**config.mk**
```make
export PLATFORM = sky130hd
export DESIGN_NAME = flash_done_poller
export DESIGN_NICKNAME = d
export VERILOG_FILES = /design/src/rtl/fpoll_pkg.sv /design/src/rtl/fpoll_status_eval.sv /design/src/rtl/fpoll_limit_cnt.sv /design/src/rtl/fpoll_seq.sv /design/src/rtl/flash_done_poller.sv
export SDC_FILE = /design/constraint.sdc
export NUM_CORES = 1
export LEC_CHECK = 0
export BUFFER_PORTS_ARGS = -buffer_cell sky130_fd_sc_hd__clkbuf_2
export CAP_MARGIN = 20
export CELL_PAD_IN_SITES_DETAIL_PLACEMENT = 0
export CELL_PAD_IN_SITES_GLOBAL_PLACEMENT = 1
export CORE_MARGIN = 8
export CORE_UTILIZATION = 40
export DETAILED_ROUTE_END_ITERATION = 8
export HOLD_SLACK_MARGIN = 0.15
export PLACE_DENSITY_LB_ADDON = 0.1
export SLEW_MARGIN = 20
export SYNTH_ARGS = -nofsm -noshare
export SYNTH_HDL_FRONTEND = slang
export SYNTH_SLANG_ARGS = --single-unit
```
**constraint.sdc**
```tcl
create_clock -name clk_i -period 3.6 [get_ports clk_i]
set_clock_uncertainty 0.1 [all_clocks]
set_input_delay 0.72 -clock clk_i [delete_from_list [all_inputs] [get_ports clk_i]]
set_output_delay 0.72 -clock clk_i [all_outputs]
set_load 0.03 [all_outputs]
```
**src/rtl/fpoll_pkg.sv**
```systemverilog
`timescale 1ns/1ps
package fpoll_pkg;
  localparam int unsigned DP_BIT = 7;  // data-polling status bit
  localparam int unsigned TG_BIT = 6;  // toggle status bit

  typedef enum logic [1:0] {
    ST_IDLE = 2'd0,
    ST_POLL = 2'd1,
    ST_VRFY = 2'd2
  } poll_st_e;
endpackage

```
**src/rtl/fpoll_status_eval.sv**
```systemverilog
`timescale 1ns/1ps
module fpoll_status_eval (
  input  logic toggle_i,
  input  logic erase_i,
  input  logic exp_bit_i,
  input  logic rb_en_i,
  input  logic rb_i,
  input  logic prev_vld_i,
  input  logic prev_b6_i,
  input  logic b7_i,
  input  logic b6_i,
  output logic complete_o
);
  logic dp_ok, tg_ok, rb_ok;

  always_comb begin
    dp_ok      = erase_i ? b7_i : (b7_i == exp_bit_i);
    tg_ok      = prev_vld_i && (b6_i == prev_b6_i);
    rb_ok      = rb_en_i && rb_i;
    complete_o = rb_ok || (toggle_i ? tg_ok : dp_ok);
  end
endmodule

```
**src/rtl/fpoll_limit_cnt.sv**
```systemverilog
`timescale 1ns/1ps
module fpoll_limit_cnt #(
  parameter int unsigned CNT_W = 16
) (
  input  logic             clk_i,
  input  logic             rst_ni,
  input  logic             clr_i,
  input  logic             inc_i,
  input  logic [CNT_W-1:0] limit_i,
  output logic             at_limit_o
);
  localparam logic [CNT_W:0] ONE = {{CNT_W{1'b0}}, 1'b1};

  logic [CNT_W-1:0] cnt_q;

  always_ff @(posedge clk_i or negedge rst_ni) begin
    if (!rst_ni)                       cnt_q <= '0;
    else if (clr_i)                    cnt_q <= '0;
    else if (inc_i && (cnt_q != '1))   cnt_q <= cnt_q + 1'b1;
  end

  // true when the read now being acknowledged is the last one allowed
  assign at_limit_o = ({1'b0, cnt_q} + ONE) >= {1'b0, limit_i};
endmodule

```
**src/rtl/fpoll_seq.sv**
```systemverilog
`timescale 1ns/1ps
module fpoll_seq
  import fpoll_pkg::*;
(
  input  logic     clk_i,
  input  logic     rst_ni,
  input  logic     start_i,
  input  logic     ack_i,
  input  logic     toggle_i,
  input  logic     complete_i,
  input  logic     at_limit_i,
  output poll_st_e st_o,
  output logic     req_o,
  output logic     accept_o,
  output logic     poll_ack_o,
  output logic     fin_ack_o,
  output logic     done_o,
  output logic     err_o
);
  poll_st_e st_q, st_d;
  logic     done_d, err_d, done_q, err_q;

  always_comb begin
    st_d       = st_q;
    accept_o   = 1'b0;
    poll_ack_o = 1'b0;
    fin_ack_o  = 1'b0;
    done_d     = 1'b0;
    err_d      = 1'b0;
    unique case (st_q)
      ST_IDLE: if (start_i) begin
        st_d     = ST_POLL;
        accept_o = 1'b1;
      end
      ST_POLL: if (ack_i) begin
        poll_ack_o = 1'b1;
        if (complete_i) begin
          if (toggle_i) st_d = ST_VRFY;
          else begin
            st_d      = ST_IDLE;
            done_d    = 1'b1;
            fin_ack_o = 1'b1;
          end
        end else if (at_limit_i) begin
          st_d  = ST_IDLE;
          err_d = 1'b1;
        end
      end
      ST_VRFY: if (ack_i) begin
        st_d      = ST_IDLE;
        done_d    = 1'b1;
        fin_ack_o = 1'b1;
      end
      default: st_d = ST_IDLE;
    endcase
  end

  always_ff @(posedge clk_i or negedge rst_ni) begin
    if (!rst_ni) begin
      st_q   <= ST_IDLE;
      done_q <= 1'b0;
      err_q  <= 1'b0;
    end else begin
      st_q   <= st_d;
      done_q <= done_d;
      err_q  <= err_d;
    end
  end

  assign st_o   = st_q;
  assign req_o  = (st_q == ST_POLL) || (st_q == ST_VRFY);
  assign done_o = done_q;
  assign err_o  = err_q;
endmodule

```
**src/rtl/flash_done_poller.sv**
```systemverilog
`timescale 1ns/1ps
module flash_done_poller
  import fpoll_pkg::*;
#(
  parameter int unsigned ADDR_W = 20,
  parameter int unsigned DATA_W = 16,
  parameter int unsigned CNT_W  = 16
) (
  input  logic              clk_i,
  input  logic              rst_ni,
  input  logic              start_i,
  input  logic              erase_i,
  input  logic              toggle_i,
  input  logic              rb_en_i,
  input  logic [ADDR_W-1:0] addr_i,
  input  logic              exp_bit_i,
  input  logic [CNT_W-1:0]  limit_i,
  input  logic              rb_i,
  output logic              rd_req_o,
  output logic [ADDR_W-1:0] rd_addr_o,
  input  logic              rd_ack_i,
  input  logic [DATA_W-1:0] rd_data_i,
  output logic              busy_o,
  output logic              done_o,
  output logic              err_o,
  output logic [DATA_W-1:0] data_o
);
  poll_st_e          st;
  logic              accept, poll_ack, fin_ack, complete, at_limit;
  logic [ADDR_W-1:0] addr_q;
  logic [CNT_W-1:0]  limit_q;
  logic [DATA_W-1:0] data_q;
  logic              erase_q, toggle_q, rb_en_q, exp_q;
  logic              prev_vld_q, prev_b6_q;

  always_ff @(posedge clk_i or negedge rst_ni) begin
    if (!rst_ni) begin
      addr_q   <= '0;
      limit_q  <= '0;
      erase_q  <= 1'b0;
      toggle_q <= 1'b0;
      rb_en_q  <= 1'b0;
      exp_q    <= 1'b0;
    end else if (accept) begin
      addr_q   <= addr_i;
      limit_q  <= limit_i;
      erase_q  <= erase_i;
      toggle_q <= toggle_i;
      rb_en_q  <= rb_en_i;
      exp_q    <= exp_bit_i;
    end
  end

  // bit 6 history for toggle detection
  always_ff @(posedge clk_i or negedge rst_ni) begin
    if (!rst_ni) begin
      prev_vld_q <= 1'b0;
      prev_b6_q  <= 1'b0;
    end else if (accept) begin
      prev_vld_q <= 1'b0;
    end else if (poll_ack) begin
      prev_vld_q <= 1'b1;
      prev_b6_q  <= rd_data_i[TG_BIT];
    end
  end

  always_ff @(posedge clk_i or negedge rst_ni) begin
    if (!rst_ni)      data_q <= '0;
    else if (fin_ack) data_q <= rd_data_i;
  end

  fpoll_status_eval u_eval (
    .toggle_i   (toggle_q),
    .erase_i    (erase_q),
    .exp_bit_i  (exp_q),
    .rb_en_i    (rb_en_q),
    .rb_i       (rb_i),
    .prev_vld_i (prev_vld_q),
    .prev_b6_i  (prev_b6_q),
    .b7_i       (rd_data_i[DP_BIT]),
    .b6_i       (rd_data_i[TG_BIT]),
    .complete_o (complete)
  );

  fpoll_limit_cnt #(.CNT_W(CNT_W)) u_cnt (
    .clk_i      (clk_i),
    .rst_ni     (rst_ni),
    .clr_i      (accept),
    .inc_i      (poll_ack),
    .limit_i    (limit_q),
    .at_limit_o (at_limit)
  );

  fpoll_seq u_seq (
    .clk_i      (clk_i),
    .rst_ni     (rst_ni),
    .start_i    (start_i),
    .ack_i      (rd_ack_i),
    .toggle_i   (toggle_q),
    .complete_i (complete),
    .at_limit_i (at_limit),
    .st_o       (st),
    .req_o      (rd_req_o),
    .accept_o   (accept),
    .poll_ack_o (poll_ack),
    .fin_ack_o  (fin_ack),
    .done_o     (done_o),
    .err_o      (err_o)
  );

  assign rd_addr_o = addr_q;
  assign busy_o    = (st != ST_IDLE);
  assign data_o    = data_q;
endmodule

```
## After elaboration in Yosys (flattened, before gate mapping)

Cells that the tools add are included.

- Add/subtract/negate cells: 2
- $lt $le $gt $ge: 1
- Equal/unequal tests: 9
- Multiplexer cells: 25
- Bitwise operators: 1
- Reduce and logical (&&, ||, !) cells: 11

Operator list:

| cell | count |
|---|---|
| $mux 16 | 2 |
| $add 16x1->17 const B | 1 |
| $ge 17x16->1 | 1 |
| $add 16x1->16 const B | 1 |
| $ne 16x16->1 const B | 1 |
| $mux 1 | 15 |
| $mux 2 | 6 |
| $ne 2x2->1 const B | 3 |
| $pmux 2 s3 | 1 |
| $reduce_bool 2->1 | 3 |
| $reduce_and 4->1 | 1 |
| $logic_and 1x1->1 | 3 |
| $ne 3x3->1 const B | 1 |
| $eq 1x1->1 | 2 |
| $eq 2x1->1 const B | 1 |
| $eq 2x2->1 const B | 1 |
| $logic_not 2->1 | 1 |
| $logic_or 1x1->1 | 2 |
| $pmux 1 s2 | 1 |
| $reduce_and 2->1 | 1 |
| $not 1->1 | 1 |

- Register bits: 78
- Input bits: 61
- Output and inout bits: 40
- Logic and storage cells: 62

## Longest topological paths before layout

Gate-level depths: netlist (run 1).

- Depth after elaboration: 7
- Gate-level depth with buffers: 12

## Modules after synthesis

Synthesis (run 1) repeated with hierarchy kept, for this count alone.

- Cell total of the unflattened synthesis: 324
- Area total of the unflattened synthesis: 4,176.5 um^2

Modules (own cells, without submodules):

| module | instances | cells an instance | area an instance (um^2) |
|---|---|---|---|
| flash_done_poller | 1 | 126 | 2,422.3 |
| fpoll_limit_cnt | 1 | 166 | 1,452.6 |
| fpoll_seq | 1 | 27 | 266.5 |
| fpoll_status_eval | 1 | 5 | 35.0 |

## Least setup slack after synthesis (run 1)

No wires, ideal clock.

- Path kind: reg2reg
- Start point: register u_cnt.cnt_q[2]
- End point: register u_seq.st_q[0], in the netlist u_seq.st_o[0]
- Setup time: 0.081 ns
- Arrival time: 2.889 ns
- Slack: 0.530 ns
- Cell stages (with the launch flop): 12
- Buffers on the path: 0
- Clock period less this slack: 3.070 ns
- Cells stage by stage: dfrtp_1 nand3_1 nor4_4 and3_1 and3_1 xor2_1 ha_1 nand3_1 or3_1 o311a_2 a21oi_1 mux2i_1

- Word-level cells in the longest chain between the ends: 4

RTL lines:

| item | RTL line | source |
|---|---|---|
| start: declaration | fpoll_limit_cnt.sv:14 | `logic [CNT_W-1:0] cnt_q;` |
| start signal: assignment | fpoll_limit_cnt.sv:19 | `else if (inc_i && (cnt_q != '1)) cnt_q <= cnt_q + 1'b1;` |
| $add 16x1->17 | fpoll_limit_cnt.sv:23 | `assign at_limit_o = ({1'b0, cnt_q} + ONE) >= {1'b0, limit_i};` |
| $ge 17x16->1 | fpoll_limit_cnt.sv:23 |  |
| $ne 3x3->1 (no line) | - |  |
| $reduce_and 4->1 (no line) | - |  |
| end signal: assignment | fpoll_seq.sv:64 | `st_q <= st_d;` |
| end: declaration | fpoll_seq.sv:20 | `poll_st_e st_q, st_d;` |

No other way between the ends.
A chain may end at the register's enable or synchronous reset.

## Worst setup path in the final report (run 1)

Ends and elaborated chain as after synthesis.

==> results.toml, run 1 <==
[setup_path]
r2r-start = "u_cnt.cnt_q[2]"
crit_required_ps = 3770
start_kind = "register"
slowest_stage = "dfrtp_1"
cp_max_fo = 6
critPathArrivalTime_ps = 3490
reg2reg_depth = 11
endpoint_kind = "register"
path_cells = "nand3_1, nor4_4, and3_1, and3_1, xor2_1, ha_1, nand3_1, or3_1, o311a_2, a21oi_1, mux2i_1"
startpoint = "u_cnt.cnt_q[2]"
cp.depth = 11
r2r_setup_slack_ps = 270
cp_top_family = "simple AND/OR/NAND/NOR gates"
critPathBufInv = 0
critPathMaxStageDelay_ps = 440
crit_type = "register to register"

[logic_synthesis]
ys_types = 40
synth-seq-area-share_pct = 51.0
synth_top_area_share_pct = 51.0
synth_edf_count = 0
yosysTopAreaCell = "dfrtp_1"
synth_async_sr_flop_share_pct = 100
synth_seq_cells = 78
avgSynthCellArea_um2 = 9.97
yosysWarnings = 0
syn-num-nets = 465
synth_area_leaders = "dfrtp_1 (51%), nand2_1 (11%), ha_1 (6.5%)"
yosysMostFrequentCell = "nand2_1"
synthFlopType = "dfrtp_1"
syn_inst = 384
syn-cell-area_um2 = 3830
synth_commonest_cells = "nand2_1 (112), dfrtp_1 (78), nor2_1 (24)"

[placement]
dp_cells = 604
port_buffers = 100
gp_congestion = 0.770
dp_hpwl_um = 6370
placed_area_um2 = 4450

[routing]
dr.pass1.iters = 4
vias = 2849
drc = 0
wl_um = 8680
wire_per_inst_um = 14.0
drtAntennaViolNets = 0
via_per_inst = 4.60
drtIter0Drc = 148

[global_route]
grtUsageTotal_pct = 14.2
first_global_vias = 3010
grt_max_degree = 79
antenna_found_initial = 0
grt_pass1_wl_um = 14700
grt_overflow = 0

[timing]
finalCritPeriodShare_pct = 92.4
fmax_mhz = 301
slew_headroom_pct = 53.1
maxSlewViolCount = 0
setup_tns_ps = 0
fin_crit_ps = 3330
timing.hold.ws_ps = 279
hold_viol_final = 0
setup_viol = 0
tightestPinTransition_ps = 704
rsz0062_at_grt = "false"

[finish]
instances_no_fill = 619
multi_input_area_um2 = 1740
design_area_um2 = 4700
synthToLayoutAreaGrowth_pct = 22.7
drive_gt1_share_pct = 29.4
regArea_um2 = 1950
antenna_cells = 0
final_nets = 567
fill_cells = 916

[clock_tree]
cts_root_buffer = "clkbuf_8"
cts_htree_levels = 3
clk_pin_slew_worst_paths_ps = 90
clkLatencyLatePin_ps = 350
postCtsSetupBuffers = 0
cts_sinks = 78
cts_tree = "done"
hold_buffers = 0
cts_buffer_depth = 2
cts_made_buffers = 9
cts.repair.resized = 0

[run_status]
outcome = "complete, no violations"

[floorplanning]
io_pins = 101
num_rows = 35
dieArea_um2 = 13000
die_y_um = 114
start_util_pct = 41.3
die_x_um = 114
core_area_um2 = 9280

[power_and_ir_drop]
leakage_uw = 0.00255
pwr_density_cell_nw_per_um2 = 828
ir_drop_mv = 0.399

[worst_hold_path]
hold_path.class = "input port to async pin"

[run]
cap_violations = 0
==> cell usage in the layout (no fill, tap or decap), types with 3 or more instances in the layout <==
cell type,count
a21oi_1,9
and3_1,4
buf_4,3
bufinv_16,3
clkbuf_2,99
clkbuf_8,10
dfrtp_1,78
ha_1,20
inv_1,19
mux2_2,8
mux2_4,9
nand2_1,112
nand3_1,6
nand4_1,4
nor2_1,24
nor2b_1,3
o21ai_0,18
xnor2_1,9
xor2_1,21
==> cells by family (layout without fill, tap and decap cells) <==
kind of cell	Yosys count	count (layout)	synth area share (%)
muxes	19	19	6.40
adders and majority gates	20	20	6.53
xor gates and xnor gates	30	30	6.86
and+or+nand+nor	167	167	19.2
DFF	78	78	51.0
buffers and inverters	31	137	3.66
AOI/OAI and AO/OA	39	39	6.40
==> worst register-to-register path, stage by stage (launching register included) <==
cell and delay, ps:
dfrtp_1 440, nand3_1 200, nor4_4 400, and3_1 290, and3_1 190, xor2_1 80
ha_1 280, nand3_1 80, or3_1 410, o311a_2 380, a21oi_1 220, mux2i_1 200
==> sequential cells by signal, summed over array words and instances, names as in the netlist, 2 cells and up <==
name and count:
limit_q 16, rd_addr_o 20, data_o 16, u_cnt.cnt_q 16
u_seq.st_o 2
==> per-layer routing <==
layer	part of all wire [%]	vias up	GRT usage, %
met2	45	65	22.3
met3	7.2	11	4.33
met1	46	1323	17.8
met4	1.4	0	5.59
met5	0	-	0
li1	-	1450	-
==> stage by stage <==
stage | total power [µW] | setup WS (ps) | util (%)
2_1_floorplan | 2630 | 530 | -
6_report | 3890 | 274 | 50.6
3_5_place_dp | 3130 | 283 | 47.9
4_1_cts | 3960 | 256 | 50.6
3_3_place_gp | 3100 | 353 | 47.9
5_1_grt | 4170 | 44.7 | 50.6
==> worst paths after layout <==
check / end
max in group asynchronous: limit_q[8]
setup / recovery: u_seq.st_o[0]
min in group clk_i: rd_addr_o[13]
hold reg to reg: rd_addr_o[13]
hold / removal: data_o[9]
setup reg to reg: u_seq.st_o[0]
==> area by class of cell <==
type	instances	share of cell area (%)
clock buffer	10	2.93
clock inverter	5	2.29
inverter	19	1.52
multi-input combinational	275	37.0
sequential	78	41.5
tap	129	3.44
timing repair buffer	103	11.3
==> report_power, final <==
part           internal [µW]  switching, µW  total [µW]
registers               1220            166        1380
clock network            478            327         806
logic                    586           1110        1700
total                   2280           1610        3890
Note: power is estimated with default switching activity, not from simulation.
==> run 2: changes to the inputs <==
- CORE_UTILIZATION: 40 -> 36
- clock period: 3.6 -> 3 ns (I/O delays scaled with it)
==> run 2 against run 1 <==
Effect of this change: sequential share of layout area decreased by 3.0 points; first-iteration DRC count decreased by 34%; global-route usage decreased by 0.64 points; combinational power increased by 29%; via count increased by 5.6%; final cell count increased by 5.8%; critical path type unchanged; critical endpoint unchanged; largest cell class unchanged; largest power group unchanged.
==> results.toml, run 2 (same netlist as run 1, synthesis figures left out) <==
[finish]
design_area_um2 = 5060
final_cell_mix = "nand2_1 (111), clkbuf_2 (99), dfrtp_1 (78)"
largest_reg_flops = 20
final_nets = 595
synthToLayoutAreaGrowth_pct = 32.1
drive_gt1_share_pct = 35.6
antenna_cells = 0
final_common_cell = "nand2_1"

[floorplanning]
die_y_um = 119
start_util_pct = 37.1
core_area_um2 = 10300
io_pins = 101
dieArea_um2 = 14200
num_rows = 37
die_x_um = 119

[global_route]
grt_pass1_wl_um = 15700
first_global_vias = 3270
grt_max_degree = 79
antenna_found_initial = 0
grt_overflow = 0
grtUsageTotal_pct = 13.5

[setup_path]
reg2reg_depth = 12
endpoint_kind = "register"
r2r-start = "u_cnt.cnt_q[1]"
r2r_setup_slack_ps = 60
cp_max_fo = 3
crit_type = "register to register"
critPathArrivalTime_ps = 3120
crit_required_ps = 3180
r2r_end = "u_seq.st_o[0]"
start_kind = "register"
startpoint = "u_cnt.cnt_q[1]"

[worst_hold_path]
hold_path.class = "input port to async pin"

[clock_tree]
clkLatencyLatePin_ps = 350
cts_buffer_depth = 2
cts_tree = "done"
clk_pin_slew_worst_paths_ps = 90
cts_root_buffer = "clkbuf_8"
cts_htree_levels = 3
cts_sinks = 78
cts_made_buffers = 9

[run]
cap_violations = 0

[routing]
wire_per_inst_um = 14.1
via_per_inst = 4.59
wl_um = 9210
vias = 3008
dr.pass1.iters = 4
drtAntennaViolNets = 0
drtIter0Drc = 98
drc = 0

[timing]
rsz0062_at_grt = "true"
setup_viol = 0
fin_crit_ps = 2940
tightestPinTransition_ps = 527
slew_headroom_pct = 64.9
setup_ws_ps = 62.9
fmax_mhz = 340
finalCritPeriodShare_pct = 97.9
hold_viol_final = 0
maxSlewViolCount = 0

[power_and_ir_drop]
total_power_uw = 4840
leakage_uw = 0.00276
pwr_density_cell_nw_per_um2 = 957
ir_drop_mv = 0.511

[placement]
port_buffers = 100
gp_congestion = 0.764
placed_area_um2 = 4600
dp_hpwl_um = 6630
dp_slack_ps = -77.4

[run_status]
outcome = "complete, no violations"
run 2: worst max path at each step:
stage	to	slack, ps
3_5_place_dp	u_seq.st_o[0]	-80
5_1_grt	u_seq.st_o[0]	-90
2_1_floorplan	u_seq.st_o[0]	20
6_report	u_seq.st_o[0]	60
3_3_place_gp	u_seq.st_o[0]	-7
4_1_cts	u_seq.st_o[0]	20
run 2: power breakdown:
part	total, µW	internal (µW)	switching [µW]
logic	2200	794	1400
clock network	989	581	408
registers	1660	1460	193
total	4840	2840	2000
run 2: per-stage QoR:
step           TNS (ps)  util (%)  std cells  hold slack, ps
2_1_floorplan         0         -        384             204
3_3_place_gp      -7.46      44.5        626             356
3_5_place_dp      -92.8      44.5        626             362
4_1_cts               0      47.8        650             161
5_1_grt            -141      49.0        655             188
6_report              0      49.0        655             158
run 2: what timing repair did:
action / CTS / global route
buffers inserted: 8 / 5
resized for setup: 6 / 16
setup endpoints to repair: 2 / 3
hold buffers: 0 / 0
pin swaps: 4 / 13
run 2: area by class of cell:
class	count	area, µm²
clock buffers	10	138
clock inverters	6	116
fillers	1001	5260
inverters	19	71.3
multi-input cells	275	1840
flip-flops and latches	78	1950
well taps	136	170
repair buffers	131	768
run 2: metal layers:
metal,global-route usage (%),wire (µm)
met4,6.17,128
met3,4.16,581
met2,22.3,4460
met5,0,0
met1,15.9,4040
run 2: worst max-delay path: stages, from the launching register on:
cell	delay, ps
dfrtp_1	360
buf_6	110
nand2_4	50
nor4_4	310
and3_4	240
and3_4	190
xor2_2	60
ha_1	300
nand3_2	80
or3_4	390
o311a_4	330
a21oi_4	160
mux2i_1	190
